==> src/rtl/ucb_pkg.sv <==
package ucb_pkg;
  typedef enum logic [1:0] {
    ST_FREE,
    ST_PEND,
    ST_WAIT,
    ST_INFL
  } slot_st_e;

  typedef enum logic [1:0] {
    DEC_REJECT,
    DEC_ALLOC,
    DEC_ALLOC_WAIT,
    DEC_MERGE
  } req_dec_e;
endpackage

==> src/rtl/ucb_age_pick.sv <==
module ucb_age_pick #(
  parameter int N   = 4,
  parameter int IDX = $clog2(N)
) (
  input  logic           clk,
  input  logic           rst,
  input  logic           alloc_valid,
  input  logic [IDX-1:0] alloc_idx,
  input  logic [N-1:0]   cand,
  output logic           pick_valid,
  output logic [IDX-1:0] pick_idx
);
  // older_q[a][b] set: slot a was accepted before slot b
  logic [N-1:0] older_q [N];

  always_ff @(posedge clk) begin
    if (rst) begin
      for (int a = 0; a < N; a++) older_q[a] <= '0;
    end else if (alloc_valid) begin
      for (int a = 0; a < N; a++) begin
        if (IDX'(a) == alloc_idx) older_q[a] <= '0;
        else older_q[a][alloc_idx] <= 1'b1;
      end
    end
  end

  always_comb begin
    pick_valid = 1'b0;
    pick_idx   = '0;
    for (int a = 0; a < N; a++) begin
      logic beaten;
      beaten = 1'b0;
      for (int b = 0; b < N; b++)
        if (b != a && cand[b] && older_q[b][a]) beaten = 1'b1;
      if (cand[a] && !beaten && !pick_valid) begin
        pick_valid = 1'b1;
        pick_idx   = IDX'(a);
      end
    end
  end
endmodule

==> src/rtl/ucb_fwd.sv <==
module ucb_fwd #(
  parameter int N      = 4,
  parameter int BYTES  = 8,
  parameter int LINE_W = 29
) (
  input  logic [LINE_W-1:0]  look_line,
  input  logic [N-1:0]       old_src,
  input  logic [N-1:0]       new_src,
  input  logic [LINE_W-1:0]  ent_line [N],
  input  logic [BYTES-1:0]   ent_mask [N],
  input  logic [8*BYTES-1:0] ent_data [N],
  output logic [BYTES-1:0]   hit,
  output logic [8*BYTES-1:0] data
);
  always_comb begin
    hit  = '0;
    data = '0;
    // first pass: issued slot, second pass: queued slot overrides it
    for (int pass = 0; pass < 2; pass++) begin
      for (int e = 0; e < N; e++) begin
        logic use_e;
        use_e = ((pass == 0) ? old_src[e] : new_src[e]) && (ent_line[e] == look_line);
        for (int b = 0; b < BYTES; b++) begin
          if (use_e && ent_mask[e][b]) begin
            hit[b]          = 1'b1;
            data[8*b +: 8]  = ent_data[e][8*b +: 8];
          end
        end
      end
    end
  end
endmodule

==> src/rtl/ucb_top.sv <==
module ucb_top
  import ucb_pkg::*;
#(
  parameter int NUM_ENT = 4,
  parameter int ADDR_W  = 32,
  parameter int DATA_W  = 64,
  parameter int ID_W    = 4,
  localparam int BYTES  = DATA_W / 8,
  localparam int OFF_W  = $clog2(BYTES),
  localparam int SID_W  = $clog2(NUM_ENT),
  localparam int LINE_W = ADDR_W - OFF_W
) (
  input  logic              clk,
  input  logic              rst,
  input  logic              req_valid,
  input  logic              req_store,
  input  logic              req_nc,
  input  logic [ADDR_W-1:0] req_addr,
  input  logic [BYTES-1:0]  req_mask,
  input  logic [DATA_W-1:0] req_data,
  input  logic [ID_W-1:0]   req_mid,
  output logic              ack_valid,
  output logic              ack_accept,
  output logic [ID_W-1:0]   ack_mid,
  output logic [SID_W-1:0]  ack_sid,
  output logic              acq_valid,
  input  logic              acq_ready,
  output logic              acq_store,
  output logic [ADDR_W-1:0] acq_addr,
  output logic [BYTES-1:0]  acq_mask,
  output logic [DATA_W-1:0] acq_data,
  output logic [SID_W-1:0]  acq_sid,
  input  logic              gnt_valid,
  input  logic [SID_W-1:0]  gnt_sid,
  input  logic [DATA_W-1:0] gnt_data,
  output logic              rsp_valid,
  output logic [SID_W-1:0]  rsp_sid,
  output logic [DATA_W-1:0] rsp_data,
  input  logic              fwd_valid,
  input  logic [LINE_W-1:0] fwd_line,
  output logic [BYTES-1:0]  fwd_hit,
  output logic [DATA_W-1:0] fwd_data
);

  // ---------------- mask helpers ----------------
  function automatic logic run_ok(input logic [BYTES-1:0] m, input logic [OFF_W-1:0] off);
    logic             ok;
    logic [BYTES-1:0] pat;
    ok = 1'b0;
    for (int s = 1; s <= BYTES; s = s * 2) begin
      for (int p = 0; p < BYTES; p += s) begin
        pat = ({BYTES{1'b1}} >> (BYTES - s)) << p;
        if (m == pat && p == int'(off)) ok = 1'b1;
      end
    end
    return ok;
  endfunction

  function automatic logic [OFF_W-1:0] first_byte(input logic [BYTES-1:0] m);
    logic [OFF_W-1:0] idx;
    idx = '0;
    for (int b = BYTES - 1; b >= 0; b--) if (m[b]) idx = OFF_W'(b);
    return idx;
  endfunction

  // ---------------- slot storage ----------------
  slot_st_e          st_q    [NUM_ENT];
  logic              store_q [NUM_ENT];
  logic              nc_q    [NUM_ENT];
  logic [LINE_W-1:0] line_q  [NUM_ENT];
  logic [OFF_W-1:0]  off_q   [NUM_ENT];
  logic [BYTES-1:0]  mask_q  [NUM_ENT];
  logic [DATA_W-1:0] data_q  [NUM_ENT];

  logic              acq_q;
  logic [SID_W-1:0]  sel_q;

  // ---------------- request decision ----------------
  logic [LINE_W-1:0] req_line;
  logic [NUM_ENT-1:0] hit_v, open_v, busy_v, compat_v;
  logic              has_open, has_free, req_ok;
  logic [SID_W-1:0]  tgt, fidx;
  logic [BYTES-1:0]  merged_mask;
  req_dec_e          dec;

  assign req_line = req_addr[ADDR_W-1:OFF_W];
  assign req_ok   = run_ok(req_mask, req_addr[OFF_W-1:0]);

  always_comb begin
    has_open = 1'b0;
    has_free = 1'b0;
    tgt      = '0;
    fidx     = '0;
    for (int i = 0; i < NUM_ENT; i++) begin
      logic on_port, freeing;
      on_port     = acq_q && (sel_q == SID_W'(i));
      freeing     = gnt_valid && (gnt_sid == SID_W'(i)) && (st_q[i] == ST_INFL);
      hit_v[i]    = (st_q[i] != ST_FREE) && (line_q[i] == req_line);
      compat_v[i] = nc_q[i] && req_nc && (store_q[i] == req_store);
      open_v[i]   = hit_v[i] && (st_q[i] != ST_INFL) && !on_port;
      busy_v[i]   = hit_v[i] && ((st_q[i] == ST_INFL) || on_port) && !freeing;
      if (open_v[i] && !has_open) begin
        has_open = 1'b1;
        tgt      = SID_W'(i);
      end
      if (st_q[i] == ST_FREE && !has_free) begin
        has_free = 1'b1;
        fidx     = SID_W'(i);
      end
    end
    merged_mask = mask_q[tgt] | req_mask;
    dec = DEC_REJECT;
    if (req_valid && req_ok && ((hit_v & ~compat_v) == '0)) begin
      if (has_open) begin
        if (run_ok(merged_mask, first_byte(merged_mask))) dec = DEC_MERGE;
      end else if (has_free) begin
        dec = (|busy_v) ? DEC_ALLOC_WAIT : DEC_ALLOC;
      end
    end
  end

  // ---------------- issue order ----------------
  logic [NUM_ENT-1:0] ready_v;
  logic               pick_valid;
  logic [SID_W-1:0]   pick_idx;
  logic               alloc_now;

  assign alloc_now = (dec == DEC_ALLOC) || (dec == DEC_ALLOC_WAIT);

  generate
    for (genvar g = 0; g < NUM_ENT; g++) begin : g_ready
      assign ready_v[g] = (st_q[g] == ST_PEND);
    end
  endgenerate

  ucb_age_pick #(.N(NUM_ENT), .IDX(SID_W)) u_age (
    .clk        (clk),
    .rst        (rst),
    .alloc_valid(alloc_now),
    .alloc_idx  (fidx),
    .cand       (ready_v),
    .pick_valid (pick_valid),
    .pick_idx   (pick_idx)
  );

  // ---------------- slot state update ----------------
  logic acq_fire;
  logic gnt_live;
  assign acq_fire = acq_q && acq_ready;
  assign gnt_live = gnt_valid && (st_q[gnt_sid] == ST_INFL);

  always_ff @(posedge clk) begin
    if (rst) begin
      for (int i = 0; i < NUM_ENT; i++) st_q[i] <= ST_FREE;
    end else begin
      for (int i = 0; i < NUM_ENT; i++) begin
        if (gnt_live && gnt_sid == SID_W'(i))
          st_q[i] <= ST_FREE;
        else if (gnt_live && st_q[i] == ST_WAIT && line_q[i] == line_q[gnt_sid])
          st_q[i] <= ST_PEND;
        if (acq_fire && sel_q == SID_W'(i))
          st_q[i] <= ST_INFL;
        if (alloc_now && fidx == SID_W'(i))
          st_q[i] <= (dec == DEC_ALLOC_WAIT) ? ST_WAIT : ST_PEND;
      end
    end
  end

  always_ff @(posedge clk) begin
    for (int i = 0; i < NUM_ENT; i++) begin
      if (alloc_now && fidx == SID_W'(i)) begin
        store_q[i] <= req_store;
        nc_q[i]    <= req_nc;
        line_q[i]  <= req_line;
        off_q[i]   <= req_addr[OFF_W-1:0];
        mask_q[i]  <= req_mask;
        data_q[i]  <= req_data;
      end else if (dec == DEC_MERGE && tgt == SID_W'(i)) begin
        mask_q[i] <= merged_mask;
        off_q[i]  <= first_byte(merged_mask);
        for (int b = 0; b < BYTES; b++)
          if (req_store && req_mask[b]) data_q[i][8*b +: 8] <= req_data[8*b +: 8];
      end
    end
  end

  // ---------------- acquire port ----------------
  always_ff @(posedge clk) begin
    if (rst) begin
      acq_q <= 1'b0;
      sel_q <= '0;
    end else if (acq_fire) begin
      acq_q <= 1'b0;
    end else if (!acq_q && pick_valid) begin
      acq_q <= 1'b1;
      sel_q <= pick_idx;
    end
  end

  assign acq_valid = acq_q;
  assign acq_sid   = sel_q;
  assign acq_store = store_q[sel_q];
  assign acq_addr  = {line_q[sel_q], off_q[sel_q]};
  assign acq_mask  = mask_q[sel_q];
  assign acq_data  = data_q[sel_q];

  // ---------------- ack and completion ----------------
  always_ff @(posedge clk) begin
    if (rst) begin
      ack_valid  <= 1'b0;
      ack_accept <= 1'b0;
      ack_mid    <= '0;
      ack_sid    <= '0;
      rsp_valid  <= 1'b0;
      rsp_sid    <= '0;
      rsp_data   <= '0;
    end else begin
      ack_valid  <= req_valid;
      ack_accept <= (dec != DEC_REJECT);
      ack_mid    <= req_mid;
      ack_sid    <= (dec == DEC_MERGE) ? tgt : fidx;
      rsp_valid  <= gnt_live;
      rsp_sid    <= gnt_sid;
      rsp_data   <= gnt_data;
    end
  end

  // ---------------- forwarding ----------------
  logic [NUM_ENT-1:0] old_src, new_src;
  logic [BYTES-1:0]   fwd_hit_c;
  logic [DATA_W-1:0]  fwd_data_c;

  generate
    for (genvar g = 0; g < NUM_ENT; g++) begin : g_fsrc
      assign old_src[g] = store_q[g] && (st_q[g] == ST_INFL);
      assign new_src[g] = store_q[g] && ((st_q[g] == ST_PEND) || (st_q[g] == ST_WAIT));
    end
  endgenerate

  ucb_fwd #(.N(NUM_ENT), .BYTES(BYTES), .LINE_W(LINE_W)) u_fwd (
    .look_line(fwd_line),
    .old_src  (old_src),
    .new_src  (new_src),
    .ent_line (line_q),
    .ent_mask (mask_q),
    .ent_data (data_q),
    .hit      (fwd_hit_c),
    .data     (fwd_data_c)
  );

  always_ff @(posedge clk) begin
    if (rst || !fwd_valid) begin
      fwd_hit  <= '0;
      fwd_data <= '0;
    end else begin
      fwd_hit  <= fwd_hit_c;
      fwd_data <= fwd_data_c;
    end
  end
endmodule

==> config.mk <==
export PLATFORM = sky130hd
export DESIGN_NAME = ucb_top
export DESIGN_NICKNAME = d
export VERILOG_FILES = /design/src/rtl/ucb_pkg.sv /design/src/rtl/ucb_age_pick.sv /design/src/rtl/ucb_fwd.sv /design/src/rtl/ucb_top.sv
export SDC_FILE = /design/constraint.sdc
export NUM_CORES = 2
export LEC_CHECK = 0
export ABC_CLOCK_PERIOD_IN_PS = 18630
export BUFFER_PORTS_ARGS = -buffer_cell sky130_fd_sc_hd__buf_2
export CAP_MARGIN = 10
export CELL_PAD_IN_SITES_DETAIL_PLACEMENT = 1
export CELL_PAD_IN_SITES_GLOBAL_PLACEMENT = 2
export CORE_MARGIN = 4
export CORE_UTILIZATION = 42
export CTS_CLUSTER_DIAMETER = 200
export DETAILED_ROUTE_END_ITERATION = 16
export PLACE_DENSITY = 0.95
export SYNTH_ARGS = -nofsm -noshare
export SYNTH_HDL_FRONTEND = slang
export SYNTH_HIERARCHICAL = 1
export SYNTH_SLANG_ARGS = --single-unit
==> constraint.sdc <==
create_clock -name clk -period 18.63 [get_ports clk]
set_input_delay 3.726 -clock clk [delete_from_list [all_inputs] [get_ports clk]]
set_output_delay 3.726 -clock clk [all_outputs]
set_load 0.02 [all_outputs]
==> qor.yml <==
synth_common_cells: "edfxtp_1, xor2_1, nor2_1, dfxtp_1, xnor2_1"
vias: 30500
reg2reg_from: "acq_sid[0]"
initial_core_util_pct: 42.4
tightest_slew_ns: 1.30
m1WireLength_um: 55200
syn-num-nets: 3247
postCtsSetupRepairBufs: 0
clockBufferDepth: 3
ys.flop_type: "edfxtp_1"
met3RoutedLength_um: 17800
cts_tree: "built"
synth_top_family_by_area: "simple AND/OR/NAND/NOR gates"
yosys.cell_count.top_type: "edfxtp_1"
skew_ns: 0.0330
cts_max_level: 3
relSlewSlack_pct: 12.7
rsz0062_at_grt: "no"
dieHeight_um: 293
syn_to_final_growth_pct: 16.7
grt_pass1_wl_um: 212000
clk_pin_slew_ns: 0.06
crit_required_ns: 18.96
hold_viol: 0
avgSynthCellArea_um2: 11.3
syn_inst: 3017
drive_gt1_share_pct: 24.4
fin_crit_ns: 9.86
p_clk_share_pct: 44.6
std_cell_rows: 104
synth_top_area_cell: "edfxtp_1"
die_x_um: 293
fmax_ghz: 0.101
wl_met2_um: 67200
slew_viol_final: 0
clk_latency_ns: 0.64
critPathKind: "primary input to flop"
yosys.cell_types.count: 94
hp-class: "flop to flop"
intPower_uw: 2370
nets: 3659
synth_top_area_share_pct: 39.0
top_layer: "met5"
synth-adder-area-share_pct: 0.695
cts_inserted_buffers: 71
first_global_vias: 30500
io_buffers: 465
finalSetupViolCount: 0
die-area_um2: 86100
drc: 0
ir_drop_uv: 74.2
yosys-top-cells-area: "edfxtp_1, dfxtp_1, mux4_2"
core_region_area_um2: 80700
power.switching_uw: 788
drv_cap: 0
drt_iter0_drc: 3909
tns_ns: 0
synth_xor_area_share_pct: 8.79
wl_per_cell_um: 32.4
power_density_nw_per_um2: 79.0
pwr-share-seq_pct: 46.0
ys_warn_count: 6
syn_area_um2: 34200
viasPerCell: 6.68
cts_resized: 0
cp-end-kind: "flop"
startpoint_type: "primary input"
routed_wl_um: 148000
antenna_found_initial: 23
crit_start: "req_addr[11]"
min-delay-start: "acq_valid"
clock_sinks: 596
synth-compound-area-share_pct: 15.1
worstPathArrival_ns: 10.20
holdPathStages: 2
synth_edf_count: 444
grt_max_degree: 73
seq_area_frac_synth_pct: 47.9
period_share_pct: 52.9
async_reset_ff_share_pct: 0
cts_root_buffer: "clkbuf_16"
postCtsHoldBufs: 0
rr_worst_depth: 19
synth-simple-area-share_pct: 15.1
ys_ff_latch: 596
status: "complete, no violations"
postRouteAntennaNets: 0
pin_count: 466
path_max_fanout: 35
overflow: 0
muxShareOfSynthArea_pct: 9.36
leakagePower_uw: 0.0143
first_pass_iters: 8
power_switching_share_pct: 25.0
dp_hpwl_um: 109000
grt_usage_pct: 33.2
place_congestion: 1.03
combinationalPowerShare_pct: 9.4
dpl_cell_area_um2: 37500
finalInstanceArea_um2: 39900
==> metrics by stage <==
stage               worst slack (ns)  total power, uW  util [%]  hold slack, ns  std cells
floorplan                      10.14             1640         -           0.611       3017
global placement                8.63             1760      46.5           0.653       4411
detailed placement              8.36             1770      46.5           0.669       4411
CTS                             8.99             3170      49.4           0.669       4543
global route                    8.47             3240      49.5           0.706       4549
finish                          8.77             3150      49.5           0.677       4557
==> worst max-delay path, cell delays in order <==
cell	delay, ns
buf_2	0.29
xor2_1	0.14
nor4_1	0.58
and4_1	0.51
and3_1	0.49
o31ai_4	0.27
a221o_1	0.49
nor4_2	0.55
a22oi_1	0.14
o21ai_1	0.21
o211ai_2	0.18
and2_1	0.23
ha_1	0.32
nor2_1	0.16
nand2_1	0.54
inv_1	0.29
buf_4	0.50
a31oi_1	0.08
o21ai_0	0.27
a211o_1	0.18
==> cell type report <==
class	count	area [um^2]
diodes	9	22.5
clock inverters	39	413
repair buffers	523	2760
flip-flops and latches	596	16400
multi-input cells	2165	16800
inverters	72	270
well taps	1060	1330
fillers	8728	40800
clock buffers	93	1930
==> final timing paths <==
check / to / slack (ns)
setup / recovery: st_q[2][1] / 8.77
hold / removal: acq_valid / 0.68
setup reg to reg: st_q[2][1] / 11.36
hold reg to reg: acq_valid / 0.68
==> power by group through the flow <==
stage / Clock, uW / Sequential [uW] / Combinational (uW)
floorplan: 0 / 1480 / 155
finish: 1410 / 1450 / 296
global placement: 0 / 1480 / 287
detailed placement: 0 / 1480 / 290
CTS: 1430 / 1450 / 292
global route: 1480 / 1450 / 311
==> logic make-up after synthesis <==
logic type | after synthesis
muxes | 163
and+or+nand+nor | 909
DFF | 596
buffers and inverters | 256
AOI/OAI and AO/OA | 734
adders and majority gates | 19
xor gates and xnor gates | 340
==> sequential cells by signal, indices dropped and copies added (netlist names), named ones only <==
| signal | cells |
|---|---|
| ack_mid | 4 |
| st_q | 8 |
| data_q | 256 |
| ack_valid | 1 |
| ack_sid | 2 |
| off_q | 12 |
| rsp_sid | 2 |
| acq_sid | 2 |
| u_age/older_q | 12 |
| fwd_hit | 8 |
| ack_accept | 1 |
| fwd_data | 64 |
| line_q | 116 |
| nc_q | 4 |
| mask_q | 32 |
| store_q | 4 |
| rsp_data | 64 |
| acq_valid | 1 |
| rsp_valid | 1 |
==> placed cells by master (no fill, tap or decap), drive strengths merged, types with 86 or more instances in the layout <==
cell type	instances
buf	520
edfxtp	444
xor2	190
nor2	159
dfxtp	152
xnor2	150
a21oi	133
mux4	124
o21ai	118
nand4	109
nor2b	100
clkbuf	96
nand2	90
nand3	87
and2	86
==> layer usage <==
metal | GRT usage [%] | vias up
met4 | 14.6 | 18
met1 | 42.7 | 15200
met3 | 9.29 | 440
met2 | 52.6 | 2233
li1 | - | 12600
met5 | 0 | -
Note: power is estimated with default switching activity, not from simulation.
